### src/rtl/ddr_init_pkg.sv
package ddr_init_pkg;

  typedef enum logic [3:0] {
    STP_PWRUP,
    STP_WAKE,
    STP_PREA1,
    STP_EMR,
    STP_MR_RST,
    STP_PREA2,
    STP_REF1,
    STP_REF2,
    STP_MR_RUN,
    STP_DONE
  } step_e;

  typedef enum logic [1:0] {
    CMD_NOP,
    CMD_PRE,
    CMD_REF,
    CMD_LMR
  } cmd_e;

  typedef struct packed {
    logic cs_n;
    logic ras_n;
    logic cas_n;
    logic we_n;
  } pins_t;

  localparam int unsigned MODE_W   = 13;
  localparam int unsigned PREA_BIT = 10;

  // operating-mode field values (addr[12:7])
  localparam logic [5:0] OPM_RUN     = 6'b000000;
  localparam logic [5:0] OPM_DLL_RST = 6'b000010;

  function automatic logic [MODE_W-1:0] mode_word(
    input logic [2:0] bl_code,
    input logic       bt_ilv,
    input logic [2:0] cl_code,
    input logic [5:0] opmode
  );
    return {opmode, cl_code, bt_ilv, bl_code};
  endfunction

endpackage

### src/rtl/ddr_init_cnt.sv
module ddr_init_cnt #(
  parameter int unsigned W    = 8,
  parameter logic [W-1:0] INIT = '0
) (
  input  logic         clk,
  input  logic         rst_n,
  input  logic         load,
  input  logic [W-1:0] load_val,
  input  logic         dec,
  output logic         zero
);

  logic [W-1:0] cnt_q;

  always_ff @(posedge clk or negedge rst_n) begin
    if (!rst_n) begin
      cnt_q <= INIT;
    end else if (load) begin
      cnt_q <= load_val;
    end else if (dec && (cnt_q != '0)) begin
      cnt_q <= cnt_q - 1'b1;
    end
  end

  assign zero = (cnt_q == '0);

endmodule

### src/rtl/ddr_init_cmd_enc.sv
module ddr_init_cmd_enc
  import ddr_init_pkg::*;
(
  input  logic  sel,
  input  cmd_e  cmd,
  output pins_t pins
);

  always_comb begin
    if (!sel) begin
      pins = '{cs_n: 1'b1, ras_n: 1'b1, cas_n: 1'b1, we_n: 1'b1};
    end else begin
      unique case (cmd)
        CMD_PRE: pins = '{cs_n: 1'b0, ras_n: 1'b0, cas_n: 1'b1, we_n: 1'b0};
        CMD_REF: pins = '{cs_n: 1'b0, ras_n: 1'b0, cas_n: 1'b0, we_n: 1'b1};
        CMD_LMR: pins = '{cs_n: 1'b0, ras_n: 1'b0, cas_n: 1'b0, we_n: 1'b0};
        default: pins = '{cs_n: 1'b0, ras_n: 1'b1, cas_n: 1'b1, we_n: 1'b1};
      endcase
    end
  end

endmodule

### src/rtl/ddr_init_seq.sv
module ddr_init_seq
  import ddr_init_pkg::*;
#(
  parameter int unsigned CLK_MHZ    = 200,
  parameter int unsigned PWRUP_US   = 200,
  parameter int unsigned T_RP       = 3,
  parameter int unsigned T_MRD      = 2,
  parameter int unsigned T_RFC      = 14,
  parameter int unsigned DLL_LOCK   = 200,
  parameter int unsigned ADDR_W     = 13,
  parameter int unsigned BA_W       = 2,
  parameter logic [2:0]  BURST_CODE = 3'b010,
  parameter logic        BURST_ILV  = 1'b0,
  parameter logic [2:0]  CAS_CODE   = 3'b010,
  parameter logic [12:0] EXT_MODE   = 13'h0000
) (
  input  logic              clk,
  input  logic              rst_n,
  input  logic              pwr_ok,
  output logic              cke,
  output logic              cs_n,
  output logic              ras_n,
  output logic              cas_n,
  output logic              we_n,
  output logic [BA_W-1:0]   ba,
  output logic [ADDR_W-1:0] addr,
  output logic              init_done
);

  localparam int unsigned PU_CYC  = CLK_MHZ * PWRUP_US;
  localparam int unsigned PU_W    = $clog2(PU_CYC + 1);
  localparam int unsigned GAP_A   = (T_RP > T_MRD) ? T_RP : T_MRD;
  localparam int unsigned GAP_MAX = (GAP_A > T_RFC) ? GAP_A : T_RFC;
  localparam int unsigned GAP_W   = $clog2(GAP_MAX + 1);
  localparam int unsigned DLL_W   = $clog2(DLL_LOCK + 1);

  localparam logic [MODE_W-1:0] MR_RST_WORD = mode_word(BURST_CODE, BURST_ILV, CAS_CODE, OPM_DLL_RST);
  localparam logic [MODE_W-1:0] MR_RUN_WORD = mode_word(BURST_CODE, BURST_ILV, CAS_CODE, OPM_RUN);
  localparam logic [ADDR_W-1:0] PREA_ADDR   = ADDR_W'(1) << PREA_BIT;

  step_e               stp_q;
  step_e               nxt_c;
  cmd_e                cmd_c;
  logic [BA_W-1:0]     ba_c;
  logic [ADDR_W-1:0]   addr_c;
  logic [GAP_W-1:0]    gap_c;
  logic                cmd_step;
  logic                issue;
  logic                gap_z;
  logic                pu_z;
  logic                dll_z;
  logic                dll_armed_q;
  logic                cke_q;
  logic                done_q;
  pins_t               enc_pins;
  pins_t               bus_q;
  logic [BA_W-1:0]     ba_q;
  logic [ADDR_W-1:0]   addr_q;

  // step table: command, bank, address, spacing to next command, successor
  always_comb begin
    cmd_c    = CMD_NOP;
    ba_c     = '0;
    addr_c   = '0;
    gap_c    = GAP_W'(1);
    nxt_c    = stp_q;
    cmd_step = 1'b1;
    unique case (stp_q)
      STP_WAKE: begin
        nxt_c = STP_PREA1;
      end
      STP_PREA1, STP_PREA2: begin
        cmd_c  = CMD_PRE;
        addr_c = PREA_ADDR;
        gap_c  = GAP_W'(T_RP);
        nxt_c  = (stp_q == STP_PREA1) ? STP_EMR : STP_REF1;
      end
      STP_EMR: begin
        cmd_c  = CMD_LMR;
        ba_c   = BA_W'(1);
        addr_c = ADDR_W'(EXT_MODE);
        gap_c  = GAP_W'(T_MRD);
        nxt_c  = STP_MR_RST;
      end
      STP_MR_RST: begin
        cmd_c  = CMD_LMR;
        addr_c = ADDR_W'(MR_RST_WORD);
        gap_c  = GAP_W'(T_MRD);
        nxt_c  = STP_PREA2;
      end
      STP_REF1, STP_REF2: begin
        cmd_c = CMD_REF;
        gap_c = GAP_W'(T_RFC);
        nxt_c = (stp_q == STP_REF1) ? STP_REF2 : STP_MR_RUN;
      end
      STP_MR_RUN: begin
        cmd_c  = CMD_LMR;
        addr_c = ADDR_W'(MR_RUN_WORD);
        gap_c  = GAP_W'(T_MRD);
        nxt_c  = STP_DONE;
      end
      default: begin
        cmd_step = 1'b0;
      end
    endcase
  end

  assign issue = cmd_step && gap_z;

  ddr_init_cnt #(.W(PU_W), .INIT(PU_W'(PU_CYC - 1))) u_pu_cnt (
    .clk      (clk),
    .rst_n    (rst_n),
    .load     (!pwr_ok && (stp_q == STP_PWRUP)),
    .load_val (PU_W'(PU_CYC - 1)),
    .dec      (stp_q == STP_PWRUP),
    .zero     (pu_z)
  );

  ddr_init_cnt #(.W(GAP_W), .INIT('0)) u_gap_cnt (
    .clk      (clk),
    .rst_n    (rst_n),
    .load     (issue),
    .load_val (gap_c - 1'b1),
    .dec      (1'b1),
    .zero     (gap_z)
  );

  ddr_init_cnt #(.W(DLL_W), .INIT('0)) u_dll_cnt (
    .clk      (clk),
    .rst_n    (rst_n),
    .load     (issue && (stp_q == STP_MR_RST)),
    .load_val (DLL_W'(DLL_LOCK - 1)),
    .dec      (1'b1),
    .zero     (dll_z)
  );

  ddr_init_cmd_enc u_enc (
    .sel  (stp_q != STP_PWRUP),
    .cmd  (issue ? cmd_c : CMD_NOP),
    .pins (enc_pins)
  );

  always_ff @(posedge clk or negedge rst_n) begin
    if (!rst_n) begin
      stp_q       <= STP_PWRUP;
      cke_q       <= 1'b0;
      bus_q       <= '1;
      ba_q        <= '0;
      addr_q      <= '0;
      dll_armed_q <= 1'b0;
      done_q      <= 1'b0;
    end else begin
      cke_q  <= (stp_q != STP_PWRUP);
      bus_q  <= enc_pins;
      ba_q   <= issue ? ba_c : '0;
      addr_q <= issue ? addr_c : '0;
      if (stp_q == STP_PWRUP) begin
        if (pwr_ok && pu_z) stp_q <= STP_WAKE;
      end else if (issue) begin
        stp_q <= nxt_c;
      end
      if (issue && (stp_q == STP_MR_RST)) dll_armed_q <= 1'b1;
      if ((stp_q == STP_DONE) && gap_z && dll_armed_q && dll_z) done_q <= 1'b1;
    end
  end

  assign cke       = cke_q;
  assign cs_n      = bus_q.cs_n;
  assign ras_n     = bus_q.ras_n;
  assign cas_n     = bus_q.cas_n;
  assign we_n      = bus_q.we_n;
  assign ba        = ba_q;
  assign addr      = addr_q;
  assign init_done = done_q;

endmodule

### config.mk
export PLATFORM = sky130hd
export DESIGN_NAME = ddr_init_seq
export DESIGN_NICKNAME = d
export VERILOG_FILES = /design/src/rtl/ddr_init_pkg.sv /design/src/rtl/ddr_init_cnt.sv /design/src/rtl/ddr_init_cmd_enc.sv /design/src/rtl/ddr_init_seq.sv
export SDC_FILE = /design/constraint.sdc
export NUM_CORES = 1
export LEC_CHECK = 0
export ABC_CLOCK_PERIOD_IN_PS = 4800
export BUFFER_PORTS_ARGS = -buffer_cell sky130_fd_sc_hd__buf_2
export CAP_MARGIN = 10
export CORE_MARGIN = 4
export CORE_UTILIZATION = 60
export DETAILED_ROUTE_END_ITERATION = 6
export PLACE_DENSITY = 0.86
export SYNTH_ARGS = -nofsm -noshare
export SYNTH_HDL_FRONTEND = slang
export SYNTH_SLANG_ARGS = --single-unit
### constraint.sdc
create_clock -name clk -period 4.8 [get_ports clk]
set_input_delay 0.24 -clock clk [delete_from_list [all_inputs] [get_ports clk]]
set_output_delay 0.24 -clock clk [all_outputs]
set_load 0.01 [all_outputs]
# After elaboration in Yosys (flattened, before gate mapping)
# Cells that the tools add are included.
[word_totals]
register_bits = 54
latchBits = 0
ramBits = 0
mem_bits_ro = 0
in_bits = 3
memories = 0
[op_classes]
n_addsub = 4
mul = 0
n_div = 0
order_cmp = 0
eq_ne = 13
shift = 0
n_mux = 22
bitwise = 0
reduce_logical = 27
[op_table]
columns = ["operator", "count"]
rows = [
  ["case mux 11 bit (3 select lines)", 1],
  ["2-to-1 mux 16 bit", 2],
  ["2-to-1 mux 4 bit", 7],
  ["case mux 4 bit (6 select lines)", 1],
  ["equality test 4 x 3 -> 1 bit (second input constant)", 4],
  ["logical NOT 16 bit", 1],
  ["2-to-1 mux 8 bit", 2],
  ["nonzero test 16 bit", 1],
  ["subtractor 16 x 1 -> 16 bit (second input constant)", 1],
  ["2-to-1 mux 13 bit", 1],
  ["case mux 4 bit (3 select lines)", 1],
  ["case mux 3 bit (3 select lines)", 1],
  ["equality test 4 x 2 -> 1 bit (second input constant)", 2],
  ["equality test 4 bit (second input constant)", 2],
  ["logical AND 1 bit", 8],
  ["logical NOT 4 bit", 2],
  ["logical NOT 8 bit", 1],
  ["nonzero test 2 bit", 4],
  ["nonzero test 4 bit", 2],
  ["nonzero test 8 bit", 1],
  ["OR reduction 8 bit", 1],
  ["subtractor 4 x 1 -> 4 bit (second input constant)", 2],
  ["subtractor 8 x 1 -> 8 bit (second input constant)", 1],
  ["nonzero test 7 bit", 1],
  ["12 further kinds", 16],
]

# Depth between registers and ports, before layout
# Gate-level depths: netlist of run 1.
[logic_depth]
ltp_word = 8
depth_mapped = 10
ltp_nobuf = 9

# Hierarchy
# Synthesis of run 1 repeated with hierarchy kept, for this count alone.
[unflattened]
cells_unflattened = 288
area_unflattened_um2 = 2652.5
[modules_own_cells]
columns = ["mod", "instances", "cells_each", "area_each_um2", "seq_area_each_um2"]
rows = [
  ["ddr_init_cnt (u_pu_cnt)", 1, 124, 1076.0, 412.9],
  ["ddr_init_seq", 1, 75, 762.0, 380.4],
  ["ddr_init_cnt (u_dll_cnt)", 1, 58, 528.0, 200.2],
  ["ddr_init_cnt (u_gap_cnt)", 1, 27, 270.3, 100.1],
  ["ddr_init_cmd_enc", 1, 4, 16.3, 0.0],
]

# Worst setup path after synthesis of run 1
# OpenSTA, ideal clock, no wires.
[synth_path]
path_kind = "register to register"
start = "register u_gap_cnt.cnt_q[1]"
end = "register u_gap_cnt.cnt_q[2]"
setup_ns = 0.123
arrival_time_ns = 1.856
required_time_ns = 4.677
setup_slack_ns = 2.822
stages_incl_launch_ff = 10
path_buffers = 1
synth_period_minus_slack_ns = 1.978
cell_sequence = "dfrtp_1 > or4_1 > clkbuf_1 > nor2_1 > a21oi_1 > ha_1 > nor2_1 > o21ai_0 > a2bb2oi_1 > a21oi_1"
[synth_between]
elab_chain_len = 3
[synth_rtl]
columns = ["element", "line_no", "source"]
rows = [
  ["from (decl)", "ddr_init_cnt.sv:13", "logic [W-1:0] cnt_q;"],
  ["from (signal assigned)", "ddr_init_cnt.sv:19", "cnt_q <= load_val;"],
  ["from (signal assigned)", "ddr_init_cnt.sv:21", "cnt_q <= cnt_q - 1'b1;"],
  ["subtractor 4 x 1 -> 4 bit / logical NOT 4 bit (equally long branches)", "ddr_init_cnt.sv:21, ddr_init_cnt.sv:25", ""],
  ["2-to-1 mux 4 bit / logical AND 1 bit (equally long branches)", "ddr_init_cnt.sv:20, ddr_init_seq.sv:108", ""],
  ["2-to-1 mux 4 bit / nonzero test 2 bit (equally long branches)", "n/a", ""],
]
# Parallel ways exist; a longest one is shown, timed or not. The select of a mux whose other input is x is not followed.
# A chain may end at the register's enable or synchronous reset.

# Worst setup path after layout of run 1
[layout_path]
start = "register u_gap_cnt.cnt_q[0]"
end = "register u_gap_cnt.cnt_q[2]"
# Same word-level chain as after synthesis.

==> impl_results.md, run 1 <==
- Via Count: 1,871
- Critical-path cell with the highest stage delay: nor4_1
- PD cells: 245 nW/um^2
- Switching Share: 23.3%
- GP Congestion: roughly 0.91
- Max-cap check violation count: 0
- DRT antenna net count: 0
- Drt initial violations: 214
- Setup TNS: 0 ns
- Cts hold-fix bufs: 0
- Total power: between 600 and 700 uW
- Most used DFF post-synth: dfrtp_1
- Post-CTS Setup Bufs: 0
- Row cnt: 22
- Outcome: completed
- Final setup vio count: 0
- Vias in the first global route: 1,718
- Root buffer cell: clkbuf_8
- Total gr overflow: 0
- Antenna violations before repair: 0
- Cts repair resizes: 0
- Drt first pass iters: 4
- Die height: 71.5 um
- Routed wire length per instance: 15.1 um
- Int Pwr: around 470 uW
- Most common cell in the netlist: dfrtp_1
- RSZ-0062 raised after global routing: no
- Most used cell, CP: a21oi_1
- Crit-path max cell delay: 0.89 ns
- Worst-Margin Slew: 1.03 ns
- Port Buffers: 13
- Share of layout cells above drive strength 1: between 15 and 20%
- Crit path DAT: 2.49 ns
- HP Class: input port to asynchronous set/reset pin
- Clock Latency Late Sink: around 0.3 ns
- Pins Over Slew Limit: 0
- Fmax: approximately 430 MHz
- Final period util: roughly 48%
- Total Wirelength: 4660 um
- Number of synthesized register bits: 43
- Starting density of the core: 64.2%
- Startpoint class of the critical path: register
- Critical-path cell list: nor4_1 -> a21oi_1 -> ha_1 -> nor2_1 -> o21ai_0 -> a2bb2oi_1 -> a21oi_1
- Library cells used by synthesis: 53
- H-tree depth: 2
- Endpoints failing hold: 0
- I/O pin count: 24
- WS Path Type: register to register
- Synth Cell Area: 2420 um^2
- Share of the yosys chip area belonging to registers: 45.2%
- Pleak: 0.00102 uW
- Slew margin rel.: 30.6%
- DRC violations left: 0
- Core box area: roughly 3800 um^2
- Worst EP required: 4.99 ns
- Fin nets: 266
- Top post-synthesis cells by area: dfrtp_1, dfstp_2, a21oi_1, buf_4, nand2_1
- Synthesis-to-finish area growth: 3.57%
- Number of CTS-inserted buffers: 5
- TritonCTS clock tree: yes
- Synth Warn #: 0
- Vias per inst: 6.07
- Synth top area share: 30.0%
- Clock skew: 0.00611 ns
- Leading area contributor after synthesis: dfrtp_1
- Combinational share of power: 3.0%
- CTS Buffer Depth: 2
- First-pass GRT wire length: 8000 um
- Die W: 71.5 um
- Largest net degree at the start of global routing: 44
- CP endpoint kind: register
- Die area: 5120 um^2
- VDD IR max: 0.168 mV
- Ant. Diodes: 0
- Final Critical Period: 2.30 ns
- # fillers: between 200 and 300
- Clock-pin slew on the worst setup and hold paths: 0.08 ns
- CTS sink cnt: 43
- Power share of the clock group: between 30% and 40%
- GRT Total Usage: 19.5%
- Hold_ws: 0.0792 ns
- CP max FO: 7
- Sequential power share: 60.2%
- Cells after Synth: between 200 and 300
- Dpl hpwl: 3270 um
- Synth top cells by count: dfrtp_1, nand2_1, a21oi_1
- Number of synthesized flops with an enable pin: 0
- Sw power: 143 uW
- Async SR Flop Fraction: 100%
- Syn_area_per_cell: between 9 and 10 um^2
[worst paths after layout]
path,startpoint,to,slack [ns],cells past startpoint
worst max-delay path,u_gap_cnt.cnt_q[0]$_DFFE_PN0P_,u_gap_cnt.cnt_q[2]$_DFFE_PN0P_,2.50,7
worst min-delay path,rst_n,cke$_DFF_PN0_,0.08,1
worst max register to register,u_gap_cnt.cnt_q[0]$_DFFE_PN0P_,u_gap_cnt.cnt_q[2]$_DFFE_PN0P_,2.50,7
worst min register to register,init_done$_DFFE_PN0P_,init_done$_DFFE_PN0P_,0.47,1
max in group asynchronous,rst_n,addr[10]$_DFF_PN0_,4.15,1
min in group clk,pwr_ok,u_pu_cnt.cnt_q[1]$_DFFE_PN1P_,0.31,3
[final cells by class]
cell class | count | area, um^2 | share of cell area (%)
flip-flops and latches | 43 | 1090 | 43.6
clock inverters | 2 | 12.5 | 0.499
inverters | 11 | 42.5 | 1.70
multi-input cells | 185 | 1160 | 46.3
clock buffers | 6 | 72.6 | 2.89
well taps | 48 | 60.1 | 2.40
repair buffers | 13 | 65.1 | 2.59
[worst max-delay path, delay by kind of cell (launching register included)]
kind                     cells  cell delay, ns
AO/OA/AOI/OAI                4            0.49
adder cells (fa/ha/maj)      1            0.26
flip-flops                   1            0.43
AND/OR/NAND/NOR              2            1.02
[stage by stage]
stage	utilization (%)	worst slack [ns]	std cells	instance area (um^2)
floorplan	-	2.82	262	2450
global placement	64.2	2.73	300	2420
detailed placement	64.2	2.58	300	2420
CTS	66.5	2.57	308	2510
global route	66.5	2.23	308	2510
finish	66.5	2.50	308	2510
[sequential cells by signal, summed over array words and instances (netlist names)]
register / count
addr: 3
ba: 1
cas_n: 1
cke: 1
cs_n: 1
dll_armed_q: 1
init_done: 1
ras_n: 1
stp_q: 4
u_dll_cnt.cnt_q: 8
u_gap_cnt.cnt_q: 4
u_pu_cnt.cnt_q: 16
we_n: 1
[power groups by stage]
stage | clock (uW) | combinational [uW] | sequential [uW]
3_3_place_gp | 0 | 18.0 | 376
2_1_floorplan | 0 | 15.8 | 375
5_1_grt | 247 | 21.0 | 370
4_1_cts | 232 | 18.6 | 369
6_report | 226 | 18.3 | 370
3_5_place_dp | 0 | 18.6 | 376
[routing by layer]
| metal | GRT usage, % | vias to the layer above | part of all wire (%) |
|---|---|---|---|
| li1 | - | 898 | - |
| met1 | 26.5 | 915 | 46 |
| met2 | 30.5 | 50 | 49 |
| met3 | 4.91 | 8 | 4.4 |
| met4 | 6.47 | 0 | 1.4 |
| met5 | 0 | - | 0 |
[cell families after synthesis]
| family | after synthesis | share of synthesized area, % |
|---|---|---|
| AOI/OAI and AO/OA | 54 | 14.5 |
| xor gates and xnor gates | 4 | 1.45 |
| adders and majority gates | 4 | 2.07 |
| buffers and inverters | 34 | 8.27 |
| DFF | 43 | 45.2 |
| muxes | 9 | 3.88 |
| other | 1 | 0.155 |
| and+or+nand+nor | 104 | 24.5 |
[cells in the final DEF (no fill, tap or decap), drive strengths merged, types with 3 or more instances in the layout]
| cell | netlist | layout |
|---|---|---|
| nor4 | 9 | 9 |
| clkbuf | 6 | 6 |
| nor2 | 15 | 15 |
| nand3 | 12 | 12 |
| mux2 | 3 | 3 |
| o22a | 3 | 3 |
| a21oi | 18 | 18 |
| nor3 | 6 | 6 |
| or4 | 4 | 4 |
| o21ai | 15 | 15 |
| ha | 4 | 4 |
| mux2i | 6 | 6 |
| and2 | 4 | 4 |
| a31oi | 3 | 3 |
| o211ai | 4 | 4 |
| conb | 1 | 10 |
| buf | 17 | 13 |
| nand4 | 4 | 4 |
| dfrtp | 29 | 29 |
| nand2 | 23 | 23 |
| dfstp | 14 | 14 |
| xnor2 | 3 | 3 |
| inv | 10 | 10 |
| nand2b | 9 | 9 |
| or3 | 9 | 9 |
Note: power is estimated with default switching activity, not from simulation.
==> run 2: changes to the inputs <==
Settings changed: ABC_CLOCK_PERIOD_IN_PS 4800 to 2400, CORE_UTILIZATION 60 to 59, PLACE_DENSITY 0.86 to 0.85.
Clock period 4.8 ns to 2.4 ns, I/O delays scaled along.
==> run 2 against run 1 <==
Non-clock buffer count increased by 7. Register-to-register slack got worse by 2.2 ns. Power up 110%. Combinational power increased by 110%. Flip-flop and latch count unchanged. Wire length down 1.2%. Critical endpoint unchanged. Largest cell class unchanged.
==> impl_results.md, run 2 (synthesized netlist as in run 1, its figures left out) <==
- Crit-path max cell delay: 0.69 ns
- Clock-pin slew on the worst setup and hold paths: around 0.07 ns
- Final period util: about nine tenths
- Vias per inst: a little under 6
- Drt initial violations: roughly 170
- Die area: around 5200 um^2
- CP max FO: 8
- Endpoints failing hold: 0
- Routed wire length per instance: 14.5 um
- Most used cell, CP: a21oi_1
- Final setup vio count: 0
- DRC violations left: 0
- Cell family with most CP delay: simple AND/OR/NAND/NOR gates
- CTS sink cnt: 43
- Ant. Diodes: 0
- Critical-path cell with the highest stage delay: or4_1
- HP Class: input port to register
- Root buffer cell: clkbuf_8
- Placed Cells incl. Taps: 308
- Worst EP required: roughly 2.6 ns
- Critical-path cell list: or4_1 -> nor2_2 -> a21oi_1 -> ha_1 -> nor2_1 -> o21ai_0 -> a2bb2oi_1 -> a21oi_1
- Finished Layout Cells: 317
- Reg2Reg Depth: 8
- Critical path depth in cells: 8
- Max reg flops: 16
- Share of layout cells above drive strength 1: between 10% and 20%
- Antenna violations before repair: 0
- Outcome: completed
- Commonest non-fill, non-tap cells in the layout: dfrtp_1, nand2_1, a21oi_1
- Row cnt: 23
- Post-CTS Setup Bufs: 0
- Total power: between 1000 and 1500 uW
- TritonCTS clock tree: yes
- Final Critical Period: 2.14 ns
- DRT antenna net count: 0
- Total Wirelength: around 4600 um
- H-tree depth: 2
- Crit path DAT: 2.32 ns
- Number of CTS-inserted buffers: 5
- Slew margin rel.: between 30% and 40%
- RSZ-0062 raised after global routing: no
- CTS Buffer Depth: 2
- Clock skew: 0.00493 ns
- Total gr overflow: 0
- Fin nets: 273
- Worst-Margin Slew: roughly 0.92 ns
- Dpl hpwl: around 3200 um
- Setup TNS: 0 ns
- PD cells: 494 nW/um^2
- Synthesis-to-finish area growth: 6.67%
- Hold depth: 3
- Largest registers: u_pu_cnt.cnt_q (16), u_dll_cnt.cnt_q (8)
- Biggest register: u_pu_cnt.cnt_q
- Startpoint class of the critical path: register
- Port Buffers: 13
- Most common cell after layout, fill and taps aside: dfrtp_1
- Fmax: 468 MHz
- Clock Latency Late Sink: 0.29 ns
- CP endpoint kind: register
- Core box area: 3970 um^2
- Vias in the first global route: 1,701
- Die W: 72.1 um
- First-pass GRT wire length: 7910 um
- GP Congestion: between 0.9 and 1
- Largest net degree at the start of global routing: 44
- VDD IR max: 0.488 mV
- WS Path Type: register to register
- Pleak: 0.00106 uW
- Drt first pass iters: 4
- GRT Total Usage: 19.4%
- Starting density of the core: around three fifths
- Worst R2R Setup Slack: 0.26 ns
- I/O pin count: 24
- Pins Over Slew Limit: 0
- Via Count: 1,876
- Die height: roughly 70 um
- Worst Path Buf+Inv: 0
- Max-cap check violation count: 0
## run 2: tightest hold or removal path: cells and delay by family
| kind | cells | cell delay (ns) |
|---|---|---|
| buffers and inverters | 1 | 0.16 |
| muxes | 1 | 0.11 |
| and+or+nand+nor | 1 | 0.07 |
## run 2: worst paths after layout
| check | to | from |
|---|---|---|
| setup / recovery | u_gap_cnt.cnt_q[2]$_DFFE_PN0P_ | u_gap_cnt.cnt_q[1]$_DFFE_PN0P_ |
| hold / removal | u_pu_cnt.cnt_q[1]$_DFFE_PN1P_ | pwr_ok |
| setup reg to reg | u_gap_cnt.cnt_q[2]$_DFFE_PN0P_ | u_gap_cnt.cnt_q[1]$_DFFE_PN0P_ |
| hold reg to reg | dll_armed_q$_DFFE_PN0P_ | dll_armed_q$_DFFE_PN0P_ |
| max in group asynchronous | u_pu_cnt.cnt_q[6]$_DFFE_PN0P_ | rst_n |
| min in group asynchronous | u_pu_cnt.cnt_q[13]$_DFFE_PN0P_ | rst_n |
## run 2: repair_timing
action,in CTS,in global routing
gates resized for setup,0,1
endpoints found under the hold margin,29,0
hold buffers,1,0
endpoints found under the setup margin,0,1
## run 2: layout make-up
class | count | area [um^2]
inverters | 11 | 42.5
well taps | 50 | 62.6
flip-flops and latches | 43 | 1090
fillers | 333 | 1390
multi-input cells | 185 | 1160
clock buffers | 8 | 100
repair buffers | 20 | 120
## run 2: per-stage QoR
step	hold WS, ns	util, %	setup WS, ns	instance area (um^2)
floorplan	-0.176	-	0.422	2450
global placement	0.303	62.2	0.338	2470
detailed placement	0.310	62.2	0.244	2470
CTS	0.200	65.0	0.234	2580
global route	0.202	65.0	0.0794	2580
finish	0.202	65.0	0.264	2580
## run 2: routing by layer
| layer | track usage [%] | up-vias | share of wire [%] |
|---|---|---|---|
| met2 | 30.9 | 56 | 49 |
| met1 | 25.5 | 901 | 45 |
| li1 | - | 915 | - |
| met5 | 0 | - | 0 |
| met3 | 5.82 | 4 | 5.3 |
| met4 | 5.64 | 0 | 0.72 |
## run 2: report_power, final
part,internal (uW),switching [uW]
logic,9.26,29.3
clock network,263,234
registers,732,7.70
total,1000,271
==> run 3: changes to the inputs <==
Settings changed: ABC_CLOCK_PERIOD_IN_PS 2400 to 2300.
Clock period 2.4 ns to 2.3 ns, I/O delays scaled along.
==> run 3 against run 2 <==
Via count up 0.53%. Clock skew about the same. Clock power up 39%. Wire length up 0.28%. Utilization up 1.0 points. Hold slack worse by 0.0020 ns. Count of clock-buffer cells in the layout down 2. Register-to-register slack about the same. Die area unchanged. Combinational power up 3%. Cell area up 1.6%. Largest power group unchanged.
==> impl_results.md, run 3 (synthesized netlist as in run 1, its figures left out) <==
- Worst R2R End: u_pu_cnt.cnt_q[3]$_DFFE_PN1P_
- Clock-pin slew on the worst setup and hold paths: 0.07 ns
- CTS Buffer Depth: 2
- Crit path DAT: 2.25 ns
- Starting density of the core: 61.0%
- Worst-Margin Slew: 0.918 ns
- Final setup vio count: 0
- Die area: 5190 um^2
- Drt initial violations: 101
- Worst EP required: 2.52 ns
- CP endpoint kind: register
- Sequential power share: approximately half
- First-pass GRT wire length: 7940 um
- Commonest non-fill, non-tap cells in the layout: dfrtp_1, nand2_1, a21oi_1
- Clock Latency Late Sink: 0.30 ns
- CTS sink cnt: 43
- Placed Area: 2480 um^2
- Fin nets: between 200 and 300
- Crit-path max cell delay: around 0.58 ns
- H-tree depth: 2
- Largest registers: u_pu_cnt.cnt_q (16), u_dll_cnt.cnt_q (8)
- Final Critical Period: 2.03 ns
- Die height: 72.1 um
- Final period util: 88.2%
- Antenna violations before repair: 0
- Pleak: 0.00108 uW
- Hold depth: 3
- Slew margin rel.: 38.8%
- Core box area: ~4000 um^2
- DRC violations left: 0
- I/O pin count: 24
- WS Path Type: register to register
- Design area: 2620 um^2
- Int Pwr: ~1200 uW
- TritonCTS clock tree: yes
- Clock skew: approximately 0.0046 ns
- Total gr overflow: 0
- Routed wire length per instance: ~15 um
- Most common cell after layout, fill and taps aside: dfrtp_1
- RSZ-0062 raised after global routing: no
- Share of layout cells above drive strength 1: 19.4%
- Max-cap check violation count: 0
- Endpoints failing hold: 0
- Row cnt: 23
- Post-CTS Setup Bufs: 0
- GRT Total Usage: 19.4%
- Hold_ws: 0.200 ns
- Power share of the clock group: a little under half
- Setup TNS: 0 ns
- Critical path destination: u_pu_cnt.cnt_q[3]$_DFFE_PN1P_
- Critical-path cell list: or4_4 -> clkinv_2 -> nand2_1 -> and2_1 -> mux2i_1
- Pins Over Slew Limit: 0
- Largest net degree at the start of global routing: 44
- GP Congestion: between 0.8 and 0.9
- Number of CTS-inserted buffers: 5
- Sw power: 294 uW
- Met2 usage: between 30% and 40%
- Startpoint class of the critical path: register
- VDD IR max: around 0.40 mV
- Die W: 72.1 um
- Combinational share of power: 2.7%
- Gr busiest metal: met2
- HP Class: input port to register
- Ant. Diodes: 0
- Final WS setup: 0.271 ns
- Worst Path Buf+Inv: 1
- Outcome: completed
- Worst setup path start: stp_q[2]$_DFFE_PN0P_
- Via Count: approximately 1,900
- Worst r2r src: stp_q[2]$_DFFE_PN0P_
- Met3 Use GR: 5.26%
- Reg2Reg Depth: 5
- CP max FO: 12
- Sequential cell area: 1090 um^2
- DRT antenna net count: 0
- Critical-path cell with the highest stage delay: or4_4
- Vias per inst: approximately 6
- Multi-input gate area: 1160 um^2
- Vias in the first global route: 1,757
- Root buffer cell: clkbuf_8
- Biggest register: u_pu_cnt.cnt_q
- Cell family with most CP delay: simple AND/OR/NAND/NOR gates
- Synthesis-to-finish area growth: 8.37%
- Dpl hpwl: 3210 um
- Pre-CTS setup slack: 0.184 ns
- Port Buffers: 13
- Met1 Use GR: 26.2%
- Fmax: 493 MHz
- Drt first pass iters: 4
- PD cells: about 570 nW/um^2
- Max reg flops: 16
- Critical path depth in cells: 5
- Total Wirelength: around 4600 um
- Switching Share: 19.6%
- Worst R2R Setup Slack: approximately 0.27 ns
- # fillers: 301
==> run 3: changes by cell type in the layout (fill, tap and decap cells not counted) <==
cell and change:
clkbuf_8 -2, nor2_2 -1, or4_4 +1, bufinv_16 +2, or4_1 -1, buf_4 +1, nor2_1 +1
==> run 3: repair_timing <==
| action | 4_1_cts | 5_1_grt |
|---|---|---|
| hold buffers | 1 | 0 |
| endpoints found under the hold margin | 29 | 0 |
| endpoints found under the setup margin | 0 | 1 |
| resized for setup | 0 | 1 |
==> run 3: worst min-delay path by stage <==
stage | from | endpoint | slack, ns
floorplan | rst_n | addr[10]$_DFF_PN0_ | -0.18
global route | pwr_ok | u_pu_cnt.cnt_q[0]$_DFFE_PN1P_ | 0.21
global placement | rst_n | u_pu_cnt.cnt_q[13]$_DFFE_PN0P_ | 0.30
CTS | pwr_ok | u_pu_cnt.cnt_q[0]$_DFFE_PN1P_ | 0.20
detailed placement | rst_n | u_pu_cnt.cnt_q[13]$_DFFE_PN0P_ | 0.30
finish | pwr_ok | u_pu_cnt.cnt_q[0]$_DFFE_PN1P_ | 0.20
==> run 3: worst reg2reg max path, cell delays in order (launching register included) <==
cell and delay (ns):
dfrtp_1 0.49, or4_4 0.58, clkinv_2 0.17, nand2_1 0.29
and2_1 0.28, mux2i_1 0.15
==> run 3: per-layer routing <==
metal,up-vias,wire [um]
met5,-,0
met4,0,51
met3,5,215
li1,918,-
met2,50,2230
met1,913,2120
==> run 3: power groups by stage <==
| stage | Sequential [uW] | Clock, uW | Combinational (uW) |
|---|---|---|---|
| after floorplan | 783 | 0 | 33.0 |
| after CTS | 771 | 701 | 40.4 |
| after global placement | 785 | 0 | 38.7 |
| final | 771 | 690 | 39.9 |
| after global routing | 772 | 735 | 46.1 |
| after detailed placement | 785 | 0 | 39.2 |
==> run 3: metrics by stage <==
step | total power, uW | utilization (%) | std cells
after global routing | 1550 | 66.1 | 318
after floorplan | 816 | - | 262
after global placement | 823 | 62.4 | 309
after detailed placement | 824 | 62.4 | 309
after CTS | 1510 | 66.0 | 318
final | 1500 | 66.1 | 318
==> run 3: final cells by class <==
type,instances,area share (%)
Clock inverter,2,2.29
Sequential cell,43,41.7
Tap cell,50,2.38
Clock buffer,6,2.77
Inverter,11,1.62
Timing Repair Buffer,21,4.86
Multi-Input combinational cell,185,44.4
